--- config.mk ---
export PLATFORM = sky130hd
export DESIGN_NAME = sgp_pin_mux
export DESIGN_NICKNAME = d
export VERILOG_FILES = /design/src/rtl/sgp_mux_pkg.sv /design/src/rtl/sgp_cfg_bank.sv /design/src/rtl/sgp_pin_data_sel.sv /design/src/rtl/sgp_pin_oe_sel.sv /design/src/rtl/sgp_pin_mux.sv
export SDC_FILE = /design/constraint.sdc
export NUM_CORES = 1
export LEC_CHECK = 0
export ABC_AREA = 1
export BUFFER_PORTS_ARGS = -buffer_cell sky130_fd_sc_hd__buf_2
export CAP_MARGIN = 10
export CORE_ASPECT_RATIO = 1.2
export CORE_MARGIN = 5
export CORE_UTILIZATION = 53
export CTS_CLUSTER_DIAMETER = 150
export DETAILED_ROUTE_END_ITERATION = 10
export PLACE_DENSITY = 0.86
export SETUP_SLACK_MARGIN = 0.3
export SYNTH_ARGS = -nofsm -noshare
export SYNTH_HDL_FRONTEND = slang
export SYNTH_SLANG_ARGS = --single-unit
export TNS_END_PERCENT = 1
--- constraint.sdc ---
create_clock -name clk -period 2.38 [get_ports clk]
set_clock_uncertainty 0.1 [all_clocks]
set_input_delay 0.238 -clock clk [delete_from_list [all_inputs] [get_ports clk]]
set_output_delay 0.238 -clock clk [all_outputs]
set_load 0.05 [all_outputs]
--- src/rtl/sgp_mux_pkg.sv ---
// Package: shared configuration word layout and code values for the
// serial slice output pin multiplexer.
// Assumes: data field in the low three bits, enable field above it.
package sgp_mux_pkg;

    // Per-pin configuration word; field order is software visible.
    typedef struct packed {
        logic [2:0] oe_sel;
        logic [2:0] data_sel;
    } pin_cfg_t;

    localparam int CFG_W = $bits(pin_cfg_t);

    // Data source codes
    localparam logic [2:0] DSRC_W1   = 3'd0;
    localparam logic [2:0] DSRC_W2   = 3'd1;
    localparam logic [2:0] DSRC_W4   = 3'd2;
    localparam logic [2:0] DSRC_W8   = 3'd3;
    localparam logic [2:0] DSRC_GPIO = 3'd4;
    localparam logic [2:0] DSRC_CLK  = 3'd5;

    // Output-enable source codes
    localparam logic [2:0] ESRC_STATIC = 3'd0;
    localparam logic [2:0] ESRC_E1     = 3'd1;
    localparam logic [2:0] ESRC_E2     = 3'd2;
    localparam logic [2:0] ESRC_E4     = 3'd3;
    localparam logic [2:0] ESRC_E8     = 3'd4;

    // Group base index of a pin for a group width (power of two).
    function automatic int group_base(input int pin, input int width);
        return pin - (pin % width);
    endfunction

endpackage

--- src/rtl/sgp_cfg_bank.sv ---
// Module: per-pin configuration register bank.
// Holds one word per pin, written through a synchronous single-word
// port. Addresses at or above NUM_PINS are dropped.
// Assumes: synchronous active-low reset clears every word to zero.
module sgp_cfg_bank
    import sgp_mux_pkg::*;
#(
    parameter int NUM_PINS = 16,
    localparam int ADDR_W  = $clog2(NUM_PINS)
) (
    input  logic                      clk,
    input  logic                      rst_n,
    input  logic                      cfg_we,
    input  logic [ADDR_W-1:0]         cfg_addr,
    input  logic [CFG_W-1:0]          cfg_wdata,
    output logic [NUM_PINS*CFG_W-1:0] cfg_flat
);

    generate
        for (genvar i = 0; i < NUM_PINS; i++) begin : g_word
            logic [CFG_W-1:0] word_q;
            logic             hit;

            // Address decode for this word
            always_comb hit = cfg_we && (cfg_addr == ADDR_W'(i));

            // Word register: clear on reset, load on a decoded write
            always_ff @(posedge clk) begin
                if (!rst_n) begin
                    word_q <= '0;
                end else if (hit) begin
                    word_q <= cfg_wdata;
                end
            end

            assign cfg_flat[i*CFG_W +: CFG_W] = word_q;
        end
    endgenerate

endmodule

--- src/rtl/sgp_pin_data_sel.sv ---
// Module: data multiplexer for one pin.
// Picks slice data of width 1/2/4/8, a GPIO bit or a slice clock.
// Group geometry is fixed at elaboration from PIN_IDX.
// Assumes: one slice per pin, TAP_W >= 8, 8-bit legality given per
// group base slice in WIDE8_MASK. Reserved codes drive 0.
module sgp_pin_data_sel
    import sgp_mux_pkg::*;
#(
    parameter int                  NUM_PINS   = 16,
    parameter int                  TAP_W      = 8,
    parameter int                  PIN_IDX    = 0,
    parameter logic [NUM_PINS-1:0] WIDE8_MASK = NUM_PINS'(1)
) (
    input  logic [2:0]              data_sel,
    input  logic [NUM_PINS*TAP_W-1:0] slice_tap,
    input  logic [NUM_PINS-1:0]     slice_clk,
    input  logic                    gpio_bit,
    output logic                    pin_d
);

    localparam int B2 = group_base(PIN_IDX, 2);
    localparam int B4 = group_base(PIN_IDX, 4);
    localparam int B8 = group_base(PIN_IDX, 8);

    localparam int IDX1 = PIN_IDX * TAP_W;
    localparam int IDX2 = B2 * TAP_W + (PIN_IDX % 2);
    localparam int IDX4 = B4 * TAP_W + (PIN_IDX % 4);
    localparam int IDX8 = B8 * TAP_W + (PIN_IDX % 8);

    localparam logic LEGAL8 = WIDE8_MASK[B8];

    logic w8_bit;

    // 8-bit stream bit, forced low when the group base is not allowed
    always_comb w8_bit = LEGAL8 ? slice_tap[IDX8] : 1'b0;

    // Source selection by data code
    always_comb begin
        case (data_sel)
            DSRC_W1:   pin_d = slice_tap[IDX1];
            DSRC_W2:   pin_d = slice_tap[IDX2];
            DSRC_W4:   pin_d = slice_tap[IDX4];
            DSRC_W8:   pin_d = w8_bit;
            DSRC_GPIO: pin_d = gpio_bit;
            DSRC_CLK:  pin_d = slice_clk[PIN_IDX];
            default:   pin_d = 1'b0;
        endcase
    end

endmodule

--- src/rtl/sgp_pin_oe_sel.sv ---
// Module: output-enable multiplexer for one pin.
// Takes the enable from a static bit or from a slice at a fixed offset.
// In group modes the base pin uses tap bit 0 of the enable slice and
// the other pins of the group use tap bit 1.
// Assumes: enable slice = (group base + OE_OFFSET) mod NUM_PINS.
module sgp_pin_oe_sel
    import sgp_mux_pkg::*;
#(
    parameter int NUM_PINS  = 16,
    parameter int TAP_W     = 8,
    parameter int PIN_IDX   = 0,
    parameter int OE_OFFSET = 4
) (
    input  logic [2:0]                oe_sel,
    input  logic [NUM_PINS*TAP_W-1:0] slice_tap,
    input  logic                      gpio_oe_bit,
    output logic                      pin_e
);

    localparam int B2 = group_base(PIN_IDX, 2);
    localparam int B4 = group_base(PIN_IDX, 4);
    localparam int B8 = group_base(PIN_IDX, 8);

    localparam int S1 = (PIN_IDX + OE_OFFSET) % NUM_PINS;
    localparam int S2 = (B2 + OE_OFFSET) % NUM_PINS;
    localparam int S4 = (B4 + OE_OFFSET) % NUM_PINS;
    localparam int S8 = (B8 + OE_OFFSET) % NUM_PINS;

    // Bit 0 for the group base pin, bit 1 for the higher pins
    localparam int K2 = (PIN_IDX == B2) ? 0 : 1;
    localparam int K4 = (PIN_IDX == B4) ? 0 : 1;
    localparam int K8 = (PIN_IDX == B8) ? 0 : 1;

    // Enable source selection by enable code
    always_comb begin
        case (oe_sel)
            ESRC_STATIC: pin_e = gpio_oe_bit;
            ESRC_E1:     pin_e = slice_tap[S1 * TAP_W];
            ESRC_E2:     pin_e = slice_tap[S2 * TAP_W + K2];
            ESRC_E4:     pin_e = slice_tap[S4 * TAP_W + K4];
            ESRC_E8:     pin_e = slice_tap[S8 * TAP_W + K8];
            default:     pin_e = 1'b0;
        endcase
    end

endmodule

--- src/rtl/sgp_pin_mux.sv ---
// Module: serial slice output pin multiplexer, top level.
// Registers one configuration word per pin and builds, per pin, a data
// multiplexer and an enable multiplexer. Pin outputs are combinational
// from the registered words and the live inputs.
// Assumes: NUM_PINS slices, one per pin; TAP_W >= 8.
module sgp_pin_mux
    import sgp_mux_pkg::*;
#(
    parameter int                  NUM_PINS   = 16,
    parameter int                  TAP_W      = 8,
    parameter int                  OE_OFFSET  = 4,
    parameter logic [NUM_PINS-1:0] WIDE8_MASK = NUM_PINS'(1),
    localparam int                 ADDR_W     = $clog2(NUM_PINS)
) (
    input  logic                      clk,
    input  logic                      rst_n,
    input  logic                      cfg_we,
    input  logic [ADDR_W-1:0]         cfg_addr,
    input  logic [CFG_W-1:0]          cfg_wdata,
    input  logic [NUM_PINS*TAP_W-1:0] slice_tap,
    input  logic [NUM_PINS-1:0]       slice_clk,
    input  logic [NUM_PINS-1:0]       gpio_out,
    input  logic [NUM_PINS-1:0]       gpio_oe,
    output logic [NUM_PINS-1:0]       pin_out,
    output logic [NUM_PINS-1:0]       pin_oe
);

    logic [NUM_PINS*CFG_W-1:0] cfg_flat;

    sgp_cfg_bank #(
        .NUM_PINS (NUM_PINS)
    ) u_bank (
        .clk       (clk),
        .rst_n     (rst_n),
        .cfg_we    (cfg_we),
        .cfg_addr  (cfg_addr),
        .cfg_wdata (cfg_wdata),
        .cfg_flat  (cfg_flat)
    );

    generate
        for (genvar p = 0; p < NUM_PINS; p++) begin : g_pin
            pin_cfg_t cfg;

            // Unpack this pin's word
            always_comb cfg = pin_cfg_t'(cfg_flat[p*CFG_W +: CFG_W]);

            sgp_pin_data_sel #(
                .NUM_PINS   (NUM_PINS),
                .TAP_W      (TAP_W),
                .PIN_IDX    (p),
                .WIDE8_MASK (WIDE8_MASK)
            ) u_dsel (
                .data_sel  (cfg.data_sel),
                .slice_tap (slice_tap),
                .slice_clk (slice_clk),
                .gpio_bit  (gpio_out[p]),
                .pin_d     (pin_out[p])
            );

            sgp_pin_oe_sel #(
                .NUM_PINS  (NUM_PINS),
                .TAP_W     (TAP_W),
                .PIN_IDX   (p),
                .OE_OFFSET (OE_OFFSET)
            ) u_esel (
                .oe_sel      (cfg.oe_sel),
                .slice_tap   (slice_tap),
                .gpio_oe_bit (gpio_oe[p]),
                .pin_e       (pin_oe[p])
            );
        end
    endgenerate

endmodule

-- After elaboration in Yosys (flattened, before gate mapping)
Cells that the tools add are included.
- logic and storage cells: 278
- flip-flop bits (word level): 96
- memories kept: 0
- bits in read-only memories: 0
- memory bits (writable): 0
- latch bits: 0
- $lt $le $gt $ge: 0
- shift operators: 0
- reduce and logical (&&, ||, !) cells: 79
- multiplexer cells: 32
- multipliers: 0
- eq/ne operators: 151
- add/sub/neg operators: 0
- bitwise logic cells: 0
- divide/modulo/power cells: 0
- operators with widths (cell ; count):
    $eq A3 B2 Y1 const B ; 56
    $eq A3 B3 Y1 const B ; 48
    $eq A3 B1 Y1 const B ; 32
    $logic_not A3 Y1 ; 32
    $pmux W1 S4 ; 13
    $reduce_or A2 Y1 ; 19
    $pmux W1 S5 ; 7
    $eq A4 B4 Y1 const B ; 8
    $pmux W1 S3 ; 9
    $reduce_or A3 Y1 ; 8
    $eq A4 B3 Y1 const B ; 4
    $logic_and A1 B1 Y1 ; 16
    $reduce_or A4 Y1 ; 3
    $eq A4 B2 Y1 const B ; 2
    $pmux W1 S6 ; 1
    $eq A4 B1 Y1 const B ; 1
    $logic_not A4 Y1 ; 1
    $pmux W1 S2 ; 2

-- Logic depth before layout (Yosys ltp)
- depth after elaboration: 3
- depth in mapped cells: 8
- mapped depth without buffers: 6

-- Hierarchy
Synthesis repeated with hierarchy kept, for this count alone.
- cell total of the unflattened synthesis: 1009
- area total of the unflattened synthesis: 5680.4 µm²
- by module, submodules not included (module ; times used ; sequential area each (µm²) ; cells an instance ; area each (µm²)):
    sgp_cfg_bank ; 1 ; 1921.8 ; 565 ; 3817.4
    sgp_pin_oe_sel (g_pin[11].u_esel ...) ; 4 ; 0.0 ; 17 ; 68.8
    sgp_pin_data_sel (g_pin[11].u_dsel ...) ; 2 ; 0.0 ; 17 ; 68.8
    sgp_pin_data_sel (g_pin[10].u_dsel ...) ; 2 ; 0.0 ; 16 ; 63.8
    sgp_pin_data_sel (g_pin[13].u_dsel ...) ; 2 ; 0.0 ; 15 ; 63.8
    sgp_pin_oe_sel (g_pin[14].u_esel ...) ; 2 ; 0.0 ; 14 ; 63.8
    sgp_pin_oe_sel (g_pin[10].u_esel ...) ; 2 ; 0.0 ; 12 ; 57.6
    sgp_pin_oe_sel (g_pin[13].u_esel ...) ; 2 ; 0.0 ; 12 ; 53.8
    sgp_pin_oe_sel (g_pin[1].u_esel ...) ; 2 ; 0.0 ; 13 ; 52.6
    sgp_pin_data_sel (g_pin[12].u_dsel ...) ; 2 ; 0.0 ; 11 ; 46.3
    sgp_pin_data_sel (g_pin[7].u_dsel) ; 1 ; 0.0 ; 23 ; 92.6
    sgp_pin_oe_sel (g_pin[12].u_esel ...) ; 2 ; 0.0 ; 11 ; 43.8
    sgp_pin_data_sel (g_pin[5].u_dsel) ; 1 ; 0.0 ; 18 ; 81.3
    sgp_pin_oe_sel (g_pin[0].u_esel ...) ; 2 ; 0.0 ; 8 ; 33.8
    +6 rows ; - ; - ; - ; -

-- Least setup slack after synthesis
OpenSTA, ideal clock, no wires.
- kind: input port to output port
- start point: in slice_tap[97]
- end point: out pin_oe[11]
- arrival time: 977 ps
- path slack: 1065 ps
- required time: 2042 ps
- stages: 8
- cells stage by stage: clkbuf_1 > inv_1 > nand2_1 > nand3_1 > nand2_1 > nand2_1 > nand2_1 > buf_4
- word-level cells in the longest chain between the ends: 1
- RTL lines (what ; line ; text):
    start: declaration ; sgp_pin_mux.sv:20 ; input logic [NUM_PINS*TAP_W-1:0] slice_tap,
    $pmux W1 S4 ; sgp_pin_oe_sel.sv:36 ; case (oe_sel)
    end: declaration ; sgp_pin_mux.sv:25 ; output logic [NUM_PINS-1:0] pin_oe
Every way passes these cells.

-- Worst setup path after layout
- start point: reg u_bank.g_word[5].word_q[0]
- end point: out pin_out[5]
- word-level cells in the longest chain between the ends: 3
- elaborated cells on any way between the ends: 8
- those cells by class: 5 x eq/ne; 1 x mux; 2 x reduce/logical
- RTL lines (what ; line ; text):
    start: declaration ; sgp_cfg_bank.sv:21 ; logic [CFG_W-1:0] word_q;
    start signal: assignment ; sgp_cfg_bank.sv:32 ; word_q <= cfg_wdata;
    $eq A3 B1 Y1 / $eq A3 B2 Y1 (equally long branches) ; sgp_pin_data_sel.sv:39 ; case (data_sel)
    $reduce_or A2 Y1 (no source line) ; - ;
    $pmux W1 S5 * ; sgp_pin_data_sel.sv:39 ;
    end: declaration ; sgp_pin_mux.sv:24 ; output logic [NUM_PINS-1:0] pin_out,
Mark *: on every way between the ends. The rest lies on a longest branch, timed or not.

==> results.py <==
metrics = {
    "timing": {
        "worst_slack_ns": 0.661,
        "rsz0062_at_grt": "no",
        "fmax_ghz": 0.582,
        "finalSetupViolCount": 0,
        "tightestPinTransition_ns": 0.711,
        "hold_violations": 0,
        "layout_min_cycle_time_ns": 1.72,
        "tns_ns": 0,
        "slew_viol_final": 0,
        "relSlewSlack_pct": 52.4,
        "period_share_pct": 72.2,
    },
    "floorplan": {
        "die_area_um2": 12700,
        "std_cell_rows": 41,
        "start_util_pct": 53.7,
        "core_area_um2": 10400,
        "die_y_um": 122,
        "die_width_um": 104,
        "ios": 221,
    },
    "clocking": {
        "cts_sinks": 96,
        "insertion_delay_ns": 0.33,
        "cts_inserted_buffers": 9,
        "clk_pin_slew_worst_paths_ns": 0.07,
        "cts_max_level": 3,
        "hold_buffers": 0,
        "ctsResizeCount": 0,
        "cts_setup_buffers": 0,
        "root_buffer": "clkbuf_16",
        "cts_max_path_buffers": 2,
        "cts_tree": "yes",
    },
    "placed_design": {
        "pre_cts_ws_ns": 0.651,
        "gp_congestion": 0.828,
        "dp_cells": 1160,
        "port_buffers": 128,
        "hpwl_um": 9570,
    },
    "route": {
        "drtIter0Drc": 295,
        "avgRoutedWirePerCell_um": 11.0,
        "routed_wl_um": 12900,
        "drt_first_pass_iters": 4,
        "viasPerCell": 4.85,
        "num_vias": 5699,
        "drt.antenna.violating_nets": 0,
        "drc_errors": 0,
    },
    "run": {
        "max-cap-violations": 0,
    },
    "global_route": {
        "grt_pass1_vias": 5045,
        "grt_max_degree": 97,
        "grt_overflow": 0,
        "grt_usage_pct": 20.0,
        "grt_pass1_wl_um": 21400,
        "antenna_found_initial": 1,
    },
    "finish": {
        "final_layout_size_suffix_gt1_share_pct": 15.3,
        "diodes": 0,
        "seq_area_um2": 1920,
        "nets": 1231,
        "fin_util_pct": 61.0,
        "largest_reg_flops": 96,
        "area_growth_pct": 13.7,
        "fillCellCount": 1057,
        "regMostFlops": "u_bank.g_word.word_q",
        "multiInputGateArea_um2": 2760,
        "reg_top3": "u_bank.g_word.word_q (96)",
        "final_cells": 1176,
    },
    "worst_setup_path": {
        "startpoint_type": "flip-flop",
        "worstSetupPathType": "flip-flop to output pin",
        "critPathMaxFanout": 5,
        "endpoint_kind": "output pin",
        "cp.arrival_ns": 1.38,
        "crit_required_ns": 2.04,
    },
    "synthesis": {
        "synth_cells": 957,
        "synth_cell_types": 18,
        "ys_ff_latch": 96,
        "async_flop_share_pct": 0,
        "synth_warnings": 0,
        "yosysMostFrequentCell": "nand2_1",
        "syn-cell-area_um2": 5590,
        "synth_common_cells": "304 x nand2_1, 233 x nor2_1, 127 x inv_1",
        "avgSynthCellArea_um2": 5.84,
        "yosysTopAreaCell": "dfxtp_1",
        "synthTopCellsByArea": "dfxtp_1 34%, nand2_1 20%, nor2_1 16%, inv_1 8.5%, buf_4 6.0%",
        "synthFlopType": "dfxtp_1",
        "syn-num-nets": 1146,
        "synth_edf_count": 0,
        "synth_top_cell_area_share_pct": 34.4,
        "ys_seq_area_share_pct": 34.4,
    },
    "power_and_ir_drop": {
        "cellPowerDensity_nw_per_um2": 576,
        "ir_worst_vdd_mv": 0.352,
        "p_leak_nw": 3.14,
    },
    "worst_hold_path": {
        "min_path_type": "input pin to flip-flop",
    },
    "status": {
        "status": "finished, final reports clean",
    },
}
-- stage by stage --
| stage | hold slack [ns] | power [W] | instance area (µm²) |
|---|---|---|---|
| 3_3_place_gp | 0.362 | 0.00233 | 6070 |
| 6_report | 0.0568 | 0.00366 | 6350 |
| 2_1_floorplan | 0.273 | 0.00221 | 5590 |
| 4_1_cts | 0.0575 | 0.00369 | 6350 |
| 5_1_grt | 0.0794 | 0.00381 | 6350 |
| 3_5_place_dp | 0.371 | 0.00234 | 6070 |
-- cell families after synthesis --
group	Yosys count	synth area share [%]
compound gates	34	3.54
buf+inv	194	16.2
flops	96	34.4
simple gates	633	45.8
-- power by group --
group | switching [W] | internal [W]
registers | 0.0000274 | 0.00164
logic | 0.000431 | 0.000199
clock network | 0.000602 | 0.000762
total | 0.00106 | 0.00260
-- worst max-delay path, stage by stage (launching register included) --
cell	delay [ns]
dfxtp_1	0.38
inv_1	0.08
nand2_1	0.06
nand3_1	0.06
nand2_1	0.08
nand2_1	0.05
nand2_1	0.07
buf_2	0.27
-- metal layers --
metal,GRT usage [%],vias up,share of wire [%]
met5,0,-,0.054
met4,6.88,2,2.1
met3,4.63,29,6.2
met2,36.5,139,50
met1,22.9,2479,42
li1,-,3050,-
-- worst paths after layout --
check | from | end | slack, ns | cells after the start
worst max-delay path | u_bank.g_word[5].word_q[0] | pin_out[5] | 0.66 | 7
worst min-delay path | cfg_wdata[4] | u_bank.g_word[0].word_q[4] | 0.06 | 3
worst max register to register | u_bank.g_word[12].word_q[0] | u_bank.g_word[12].word_q[0] | 1.58 | 4
worst min register to register | u_bank.g_word[5].word_q[2] | u_bank.g_word[5].word_q[2] | 0.38 | 2
-- layout by cell type, fill, tap and decap left out, drive strengths merged --
| cell | count |
|---|---|
| a21oi | 8 |
| buf | 141 |
| nor2 | 234 |
| nor3 | 1 |
| nand4 | 43 |
| a22oi | 2 |
| or2 | 2 |
| clkinv | 4 |
| dfxtp | 96 |
| o211ai | 9 |
| nand3 | 46 |
| inv | 127 |
| nand3b | 3 |
| clkbuf | 11 |
| o21ai | 15 |
| clkinvlp | 1 |
| nand2 | 304 |
-- area by class of cell --
class | count | area share, %
multi-input cells | 667 | 43.4
inverters | 127 | 7.50
flip-flops and latches | 96 | 30.2
repair buffers | 141 | 11.8
clock inverters | 5 | 0.492
well taps | 129 | 2.54
clock buffers | 11 | 3.98
(Power assumes the default switching activity.)
